## src/rtl/ts_pid_pkg.sv

```systemverilog
package ts_pid_pkg;

  // Register map anchors (byte addresses)
  localparam int CTRL_ADDR = 'h21;
  localparam int MASK_ADDR = 'h22;
  localparam int SLOT_ADDR = 'h26;

  // Control byte bit positions
  localparam int CB_EN      = 3;
  localparam int CB_ERR_REJ = 5;
  localparam int CB_INV     = 6;
  localparam int CB_FILT    = 7;

  // Header bytes needed before a verdict exists; equals the stream delay
  localparam int HDR_BYTES = 3;

  typedef struct packed {
    logic filt;
    logic inv;
    logic err_rej;
    logic en;
  } ctrl_t;

endpackage

```

## src/rtl/ts_rst_sync.sv

```systemverilog
module ts_rst_sync (
  input  logic clk,
  input  logic rst_ni,
  output logic rst_no
);

  logic [1:0] sync_q;

  always_ff @(posedge clk or negedge rst_ni) begin
    if (!rst_ni) begin
      sync_q <= 2'b00;
    end else begin
      sync_q <= {sync_q[0], 1'b1};
    end
  end

  assign rst_no = sync_q[1];

endmodule

```

## src/rtl/ts_pid_match.sv

```systemverilog
module ts_pid_match #(
  parameter int NUM_SLOTS = 32,
  parameter int PID_W     = 13
) (
  input  logic [PID_W-1:0]                pid,
  input  logic [NUM_SLOTS-1:0]            mask,
  input  logic [NUM_SLOTS-1:0][PID_W-1:0] tab,
  output logic                            hit
);

  logic [NUM_SLOTS-1:0] slot_eq;

  for (genvar n = 0; n < NUM_SLOTS; n++) begin : g_cmp
    assign slot_eq[n] = mask[n] && (tab[n] == pid);
  end

  assign hit = |slot_eq;

endmodule

```

## src/rtl/ts_pkt_judge.sv

```systemverilog
module ts_pkt_judge
  import ts_pid_pkg::*;
#(
  parameter int NUM_SLOTS = 32,
  parameter int PID_W     = 13
) (
  input  logic                            clk,
  input  logic                            rst_n,
  input  logic                            in_valid,
  input  logic                            in_start,
  input  logic                            in_err,
  input  logic [7:0]                      in_data,
  input  ctrl_t                           live_ctrl,
  input  logic [NUM_SLOTS-1:0]            live_mask,
  input  logic [NUM_SLOTS-1:0][PID_W-1:0] live_tab,
  output logic                            fwd
);

  localparam int HI_W = PID_W - 8;

  typedef enum logic [1:0] {
    H_IDLE,
    H_B1,
    H_B2
  } hpos_e;

  hpos_e                           pos_q, pos_d;
  logic                            err_q, err_d;
  logic [HI_W-1:0]                 hi_q, hi_d;
  logic                            fwd_q, fwd_d;
  ctrl_t                           sctl_q;
  logic [NUM_SLOTS-1:0]            smask_q;
  logic [NUM_SLOTS-1:0][PID_W-1:0] stab_q;

  logic                            snap_en;
  logic [PID_W-1:0]                pid_cur;
  logic                            err_cur;
  logic                            hit;
  logic                            pid_ok;

  assign snap_en = in_valid && in_start;
  assign pid_cur = {hi_q, in_data};
  assign err_cur = err_q || in_err;

  ts_pid_match #(
    .NUM_SLOTS(NUM_SLOTS),
    .PID_W    (PID_W)
  ) u_match (
    .pid (pid_cur),
    .mask(smask_q),
    .tab (stab_q),
    .hit (hit)
  );

  assign pid_ok = !sctl_q.filt || (hit ^ sctl_q.inv);

  // Next-state logic for header walk and verdict
  always_comb begin
    pos_d = pos_q;
    err_d = err_q;
    hi_d  = hi_q;
    fwd_d = fwd_q;
    if (in_valid) begin
      if (in_start) begin
        pos_d = H_B1;
        err_d = in_err;
      end else begin
        unique case (pos_q)
          H_B1: begin
            pos_d = H_B2;
            hi_d  = in_data[HI_W-1:0];
            err_d = err_q || in_err || in_data[7];
          end
          H_B2: begin
            pos_d = H_IDLE;
            fwd_d = sctl_q.en && pid_ok && !(sctl_q.err_rej && err_cur);
          end
          default: ;
        endcase
      end
    end
  end

  // Header walk registers, clock-enabled by the byte strobe
  always_ff @(posedge clk or negedge rst_n) begin
    if (!rst_n) begin
      pos_q <= H_IDLE;
      err_q <= 1'b0;
      hi_q  <= '0;
    end else if (in_valid) begin
      pos_q <= pos_d;
      err_q <= err_d;
      hi_q  <= hi_d;
    end
  end

  always_ff @(posedge clk or negedge rst_n) begin
    if (!rst_n) begin
      fwd_q <= 1'b0;
    end else begin
      fwd_q <= fwd_d;
    end
  end

  // Configuration capture at packet start
  always_ff @(posedge clk or negedge rst_n) begin
    if (!rst_n) begin
      sctl_q  <= '0;
      smask_q <= '0;
      stab_q  <= '0;
    end else if (snap_en) begin
      sctl_q  <= live_ctrl;
      smask_q <= live_mask;
      stab_q  <= live_tab;
    end
  end

  assign fwd = fwd_q;

endmodule

```

## src/rtl/ts_delay_line.sv

```systemverilog
module ts_delay_line #(
  parameter int DEPTH  = 3,
  parameter int DATA_W = 8
) (
  input  logic              clk,
  input  logic              rst_n,
  input  logic              in_valid,
  input  logic              in_start,
  input  logic [DATA_W-1:0] in_data,
  output logic              out_valid,
  output logic              out_start,
  output logic [DATA_W-1:0] out_data
);

  logic [DEPTH-1:0]             v_q, v_d;
  logic [DEPTH-1:0]             s_q, s_d;
  logic [DEPTH-1:0][DATA_W-1:0] d_q, d_d;

  for (genvar i = 0; i < DEPTH; i++) begin : g_stage
    if (i == 0) begin : g_head
      assign v_d[i] = in_valid;
      assign s_d[i] = in_valid && in_start;
      assign d_d[i] = in_data;
    end else begin : g_tail
      assign v_d[i] = v_q[i-1];
      assign s_d[i] = s_q[i-1];
      assign d_d[i] = d_q[i-1];
    end
  end

  always_ff @(posedge clk or negedge rst_n) begin
    if (!rst_n) begin
      v_q <= '0;
      s_q <= '0;
    end else begin
      v_q <= v_d;
      s_q <= s_d;
    end
  end

  // Data path without reset; qualified by the valid bits
  always_ff @(posedge clk) begin
    d_q <= d_d;
  end

  assign out_valid = v_q[DEPTH-1];
  assign out_start = s_q[DEPTH-1];
  assign out_data  = d_q[DEPTH-1];

endmodule

```

## src/rtl/ts_cfg_regs.sv

```systemverilog
module ts_cfg_regs
  import ts_pid_pkg::*;
#(
  parameter int NUM_SLOTS = 32,
  parameter int PID_W     = 13,
  parameter int ADDR_W    = 8
) (
  input  logic                            clk,
  input  logic                            rst_n,
  input  logic                            we,
  input  logic [ADDR_W-1:0]               addr,
  input  logic [7:0]                      wdata,
  output logic [7:0]                      rdata,
  output ctrl_t                           ctrl,
  output logic [NUM_SLOTS-1:0]            mask,
  output logic [NUM_SLOTS-1:0][PID_W-1:0] tab
);

  localparam int MASK_BYTES = (NUM_SLOTS + 7) / 8;
  localparam int MASK_W     = MASK_BYTES * 8;
  localparam int HI_W       = PID_W - 8;

  ctrl_t                           ctrl_q, ctrl_d;
  logic [MASK_W-1:0]               mask_q, mask_d;
  logic [NUM_SLOTS-1:0][PID_W-1:0] tab_q, tab_d;
  int                              a_int;

  assign a_int = int'(addr);

  // Write decode
  always_comb begin
    ctrl_d = ctrl_q;
    mask_d = mask_q;
    tab_d  = tab_q;
    if (a_int == CTRL_ADDR) begin
      ctrl_d.filt    = wdata[CB_FILT];
      ctrl_d.inv     = wdata[CB_INV];
      ctrl_d.err_rej = wdata[CB_ERR_REJ];
      ctrl_d.en      = wdata[CB_EN];
    end
    for (int k = 0; k < MASK_BYTES; k++) begin
      if (a_int == MASK_ADDR + k) begin
        mask_d[8*k +: 8] = wdata;
      end
    end
    for (int n = 0; n < NUM_SLOTS; n++) begin
      if (a_int == SLOT_ADDR + 2*n) begin
        tab_d[n][PID_W-1:8] = wdata[HI_W-1:0];
      end
      if (a_int == SLOT_ADDR + 2*n + 1) begin
        tab_d[n][7:0] = wdata;
      end
    end
  end

  always_ff @(posedge clk or negedge rst_n) begin
    if (!rst_n) begin
      ctrl_q <= '0;
      mask_q <= '0;
      tab_q  <= '0;
    end else if (we) begin
      ctrl_q <= ctrl_d;
      mask_q <= mask_d;
      tab_q  <= tab_d;
    end
  end

  // Read decode
  always_comb begin
    rdata = '0;
    if (a_int == CTRL_ADDR) begin
      rdata[CB_FILT]    = ctrl_q.filt;
      rdata[CB_INV]     = ctrl_q.inv;
      rdata[CB_ERR_REJ] = ctrl_q.err_rej;
      rdata[CB_EN]      = ctrl_q.en;
    end
    for (int k = 0; k < MASK_BYTES; k++) begin
      if (a_int == MASK_ADDR + k) begin
        rdata = mask_q[8*k +: 8];
      end
    end
    for (int n = 0; n < NUM_SLOTS; n++) begin
      if (a_int == SLOT_ADDR + 2*n) begin
        rdata = {{(16-PID_W){1'b0}}, tab_q[n][PID_W-1:8]};
      end
      if (a_int == SLOT_ADDR + 2*n + 1) begin
        rdata = tab_q[n][7:0];
      end
    end
  end

  assign ctrl = ctrl_q;
  assign mask = mask_q[NUM_SLOTS-1:0];
  assign tab  = tab_q;

endmodule

```

## src/rtl/ts_pid_gate.sv

```systemverilog
module ts_pid_gate
  import ts_pid_pkg::*;
#(
  parameter int NUM_SLOTS = 32,
  parameter int PID_W     = 13,
  parameter int ADDR_W    = 8
) (
  input  logic              clk,
  input  logic              rst_n,
  input  logic              cfg_we,
  input  logic [ADDR_W-1:0] cfg_addr,
  input  logic [7:0]        cfg_wdata,
  output logic [7:0]        cfg_rdata,
  input  logic              in_valid,
  input  logic [7:0]        in_data,
  input  logic              in_start,
  input  logic              in_err,
  output logic              out_valid,
  output logic [7:0]        out_data,
  output logic              out_start
);

  logic                            rst_sync_n;
  ctrl_t                           live_ctrl;
  logic [NUM_SLOTS-1:0]            live_mask;
  logic [NUM_SLOTS-1:0][PID_W-1:0] live_tab;
  logic                            fwd;
  logic                            dl_valid;
  logic                            dl_start;
  logic [7:0]                      dl_data;

  ts_rst_sync u_rst (
    .clk   (clk),
    .rst_ni(rst_n),
    .rst_no(rst_sync_n)
  );

  ts_cfg_regs #(
    .NUM_SLOTS(NUM_SLOTS),
    .PID_W    (PID_W),
    .ADDR_W   (ADDR_W)
  ) u_regs (
    .clk  (clk),
    .rst_n(rst_sync_n),
    .we   (cfg_we),
    .addr (cfg_addr),
    .wdata(cfg_wdata),
    .rdata(cfg_rdata),
    .ctrl (live_ctrl),
    .mask (live_mask),
    .tab  (live_tab)
  );

  ts_pkt_judge #(
    .NUM_SLOTS(NUM_SLOTS),
    .PID_W    (PID_W)
  ) u_judge (
    .clk      (clk),
    .rst_n    (rst_sync_n),
    .in_valid (in_valid),
    .in_start (in_start),
    .in_err   (in_err),
    .in_data  (in_data),
    .live_ctrl(live_ctrl),
    .live_mask(live_mask),
    .live_tab (live_tab),
    .fwd      (fwd)
  );

  ts_delay_line #(
    .DEPTH (HDR_BYTES),
    .DATA_W(8)
  ) u_dly (
    .clk      (clk),
    .rst_n    (rst_sync_n),
    .in_valid (in_valid),
    .in_start (in_start),
    .in_data  (in_data),
    .out_valid(dl_valid),
    .out_start(dl_start),
    .out_data (dl_data)
  );

  assign out_valid = dl_valid && fwd;
  assign out_start = dl_start && fwd;
  assign out_data  = out_valid ? dl_data : 8'h00;

endmodule

```

## config.mk

```make
export PLATFORM = sky130hd
export DESIGN_NAME = ts_pid_gate
export DESIGN_NICKNAME = d
export VERILOG_FILES = /design/src/rtl/ts_pid_pkg.sv /design/src/rtl/ts_rst_sync.sv /design/src/rtl/ts_pid_match.sv /design/src/rtl/ts_pkt_judge.sv /design/src/rtl/ts_delay_line.sv /design/src/rtl/ts_cfg_regs.sv /design/src/rtl/ts_pid_gate.sv
export SDC_FILE = /design/constraint.sdc
export NUM_CORES = 2
export LEC_CHECK = 0
export BUFFER_PORTS_ARGS = -buffer_cell sky130_fd_sc_hd__buf_2
export CORE_MARGIN = 2
export CORE_UTILIZATION = 48
export CTS_CLUSTER_DIAMETER = 60
export DETAILED_ROUTE_END_ITERATION = 10
export SLEW_MARGIN = 20
export SYNTH_ARGS = -nofsm -noshare
export SYNTH_HDL_FRONTEND = slang
export SYNTH_SLANG_ARGS = --single-unit
```

## constraint.sdc

```tcl
create_clock -name clk -period 52.2 [get_ports clk]
set_input_delay 5.22 -clock clk [delete_from_list [all_inputs] [get_ports clk]]
set_output_delay 5.22 -clock clk [all_outputs]
set_load 0.1 [all_outputs]
```

==> flow_metrics.py <==
metrics = {
    "route": {
        "drtPass1Iterations": 7,
        "wl_per_cell_microns": 31.0,
        "routed_wl_microns": 178000,
        "dr_total_vias": 35121,
        "vias_per_cell": 6.11,
        "drt_iter0_markers": 4196,
        "drc": 0,
        "antenna_left": 0,
    },
    "timing": {
        "min_period_ns": 15.22,
        "fin_worst_skew_ns": 0.0222,
        "rsz0062_at_grt": "no",
        "worstMarginPinSlew_ns": 1.23,
        "fin_crit_sh": 0.292,
        "hold_viol_final": 0,
        "slew_headroom": 0.169,
        "final-setup-viol-count": 0,
        "clock.fmax_ghz": 0.0657,
        "slew_violations": 0,
        "fin_setup_tns_ns": 0,
    },
    "final_layout": {
        "syn_to_final_growth_pct": 10.5,
        "final_nets": 4433,
        "drive_gt1_frac": 0.183,
        "utilization": 0.534,
        "fillers": 8547,
    },
    "grt": {
        "grt_antenna_before_repair": 13,
        "grt_pass1_wl_microns": 254000,
        "overflow": 0,
        "grt_max_degree": 183,
        "grt_usage": 0.373,
        "grt_pass1_vias": 33630,
    },
    "outcome": {
        "outcome": "complete, no violations",
    },
    "clock_tree": {
        "cts_resized": 0,
        "cts-root-buf": "clkbuf_16",
        "clk_pin_slew_ns": 0.06,
        "clkLatencyLatePin_ns": 0.69,
        "cts_made_buffers": 102,
        "clockBufferDepth": 3,
        "cts_max_level": 3,
        "post_cts_buffers": 0,
        "cts_sinks": 945,
        "hold_buffers": 0,
        "cts_tree": "built",
    },
    "setup_path": {
        "worstPathRequired_ns": 46.98,
        "cp_max_fo": 64,
        "crit_buf_inv": 4,
        "cp_top_family": "buffers and inverters",
        "path_cells": "buf_4, buf_4, nand2b_1, nor2_2, buf_4, a222oi_1, nor2_1, a21oi_1, nand3_1, a2111oi_0, o211ai_1, buf_2",
        "critPathSlowestCell": "buf_4",
        "end_kind": "primary output",
        "critPathLaunch": "cfg_addr[1]",
        "cpPeakStageDelay_ns": 0.77,
        "path_common_cell": "buf_4",
        "r2r_cells": 4,
        "cp.arrival_ns": 10.00,
        "r2r_start": "u_rst.sync_q[1]$_DFF_PN0_",
        "cp-start-kind": "primary input",
        "crit_cells": 12,
        "criticalPathCategory": "in2out",
    },
    "synth": {
        "synth_common_cells": "nand2_1 (1516), dfrtp_1 (921), mux2_2 (479)",
        "synth-edff-count": 0,
        "syn-num-nets": 4504,
        "synth_most_common_cell": "nand2_1",
        "synth.avg_cell_area_sq_um": 10.0,
        "seq_area_frac_synth": 0.523,
        "syn-cell-area_sq_um": 45000,
        "yosysTopAreaCellShare": 0.513,
        "postSynthCellCount": 4474,
        "synth_area_leaders": "dfrtp_1 (51%), nand2_1 (13%), mux2_2 (12%)",
        "ys.flop_type": "dfrtp_1",
        "async_reset_ff_frac": 0.975,
        "ys_warn_count": 0,
        "ys_ff_latch": 945,
        "synth_cell_types": 91,
        "synth_top_area_cell": "dfrtp_1",
    },
    "floorplanning": {
        "die_h_microns": 310,
        "top_level_ports": 48,
        "start_util": 0.483,
        "core_sq_um": 93000,
        "die-area_sq_um": 96100,
        "row_count": 112,
        "die_w_microns": 310,
    },
    "pwr": {
        "pwr_density_cell_nw_per_um2": 36.5,
        "p_leak_nw": 23.9,
        "vdd_ir_drop_max_uv": 32.5,
    },
    "min_path": {
        "worstHoldStart": "u_dly.d_d[14]$_DFF_P_",
        "worstHoldPathCells": 0,
        "hp-class": "reg2reg",
    },
    "flow_run": {
        "cap_violations": 0,
    },
    "placement": {
        "hpwl_microns": 122000,
        "finalWeightedCongestion": 1.05,
        "io_buffer_count": 47,
    },
}
-- sequential cells by signal, indices dropped and copies added (netlist names), 2 cells and up --
signal           count
u_dly.d_d           16
u_dly.out_data       8
u_dly.s_q            3
u_dly.v_q            3
u_judge.hi_q         5
u_judge.pos_q        2
u_judge.sctl_q       4
u_judge.smask_q     32
u_judge.stab_q     416
u_regs.ctrl          4
u_regs.mask         32
u_regs.tab         416
u_rst.sync_q         2
-- worst reg2reg max path: stages, from the launching register on --
cell     delay, ns
dfrtp_4       0.93
buf_4         0.89
buf_4         0.93
buf_4         0.91
buf_6         0.71
-- per-stage QoR --
step	hold slack [ns]	setup slack [ns]	cells	area, sq um	total power (W)
floorplan	0.310	24.63	4474	45000	0.000977
global placement	0.310	37.26	5553	46100	0.00107
detailed placement	0.312	37.19	5553	46100	0.00107
CTS	0.326	37.18	5745	49700	0.00182
global route	0.332	36.99	5745	49700	0.00187
finish	0.325	36.98	5747	49700	0.00181
-- logic make-up after synthesis --
group / count (synthesis) / share of synthesized area
other: 1 / 0.0000834
AND/OR/NAND/NOR: 1894 / 0.177
flip-flops: 945 / 0.523
buffers and inverters: 308 / 0.0316
multiplexers: 500 / 0.126
XOR/XNOR: 417 / 0.0812
AO/OA/AOI/OAI: 409 / 0.0607
-- final cells by class --
cell class | count | area (sq um) | area share
multi-input cells | 3221 | 20100 | 0.405
inverters | 10 | 45.0 | 0.000907
clock inverters | 27 | 292 | 0.00587
repair buffers | 123 | 872 | 0.0176
diodes | 2 | 5.00 | 0.000101
well taps | 1254 | 1570 | 0.0316
flip-flops and latches | 945 | 23500 | 0.474
clock buffers | 165 | 3260 | 0.0655
-- power by group --
group	switching (W)	internal [W]	leakage [nW]	total [W]
clock	0.000302	0.000450	1.76	0.000752
combinational	0.000146	0.0000812	9.31	0.000228
sequential	0.0000598	0.000772	12.9	0.000832
total	0.000508	0.00130	23.9	0.00181
-- placed cells by master (no fill, tap or decap), drive strengths merged, types with 21 or more instances in the layout --
master	Yosys	final
a21oi	83	83
a221oi	21	21
a22oi	44	44
buf	128	123
clkbuf	170	165
dfrtp	921	921
dfxtp	24	24
mux2	480	480
nand2	1518	1518
nand3	31	31
nand4	107	107
nor2	90	90
nor3	26	26
nor4	48	48
o21ai	86	86
o22ai	45	45
xnor2	416	416
-- metal layers --
| layer | global-route usage | up-vias | part of all wire |
|---|---|---|---|
| li1 | - | 14939 | - |
| met1 | 0.537 | 18052 | 0.43 |
| met2 | 0.550 | 1734 | 0.43 |
| met3 | 0.0885 | 376 | 0.097 |
| met4 | 0.138 | 20 | 0.041 |
| met5 | 0 | - | 0.00067 |
-- worst paths after layout --
check | to | slack, ns
worst max-delay path | cfg_rdata[5] | 36.98
worst min-delay path | u_dly.d_d[22]$_DFF_P_ | 0.33
worst max register to register | u_regs.tab[357]$_DFFE_PN0P_ | 47.81
worst min register to register | u_dly.d_d[22]$_DFF_P_ | 0.33
max in group asynchronous | u_rst.sync_q[1]$_DFF_PN0_ | 47.80
min in group asynchronous | u_judge.stab_q[149]$_DFFE_PN0P_ | 0.41
Power figures use the tool's default switching activity.
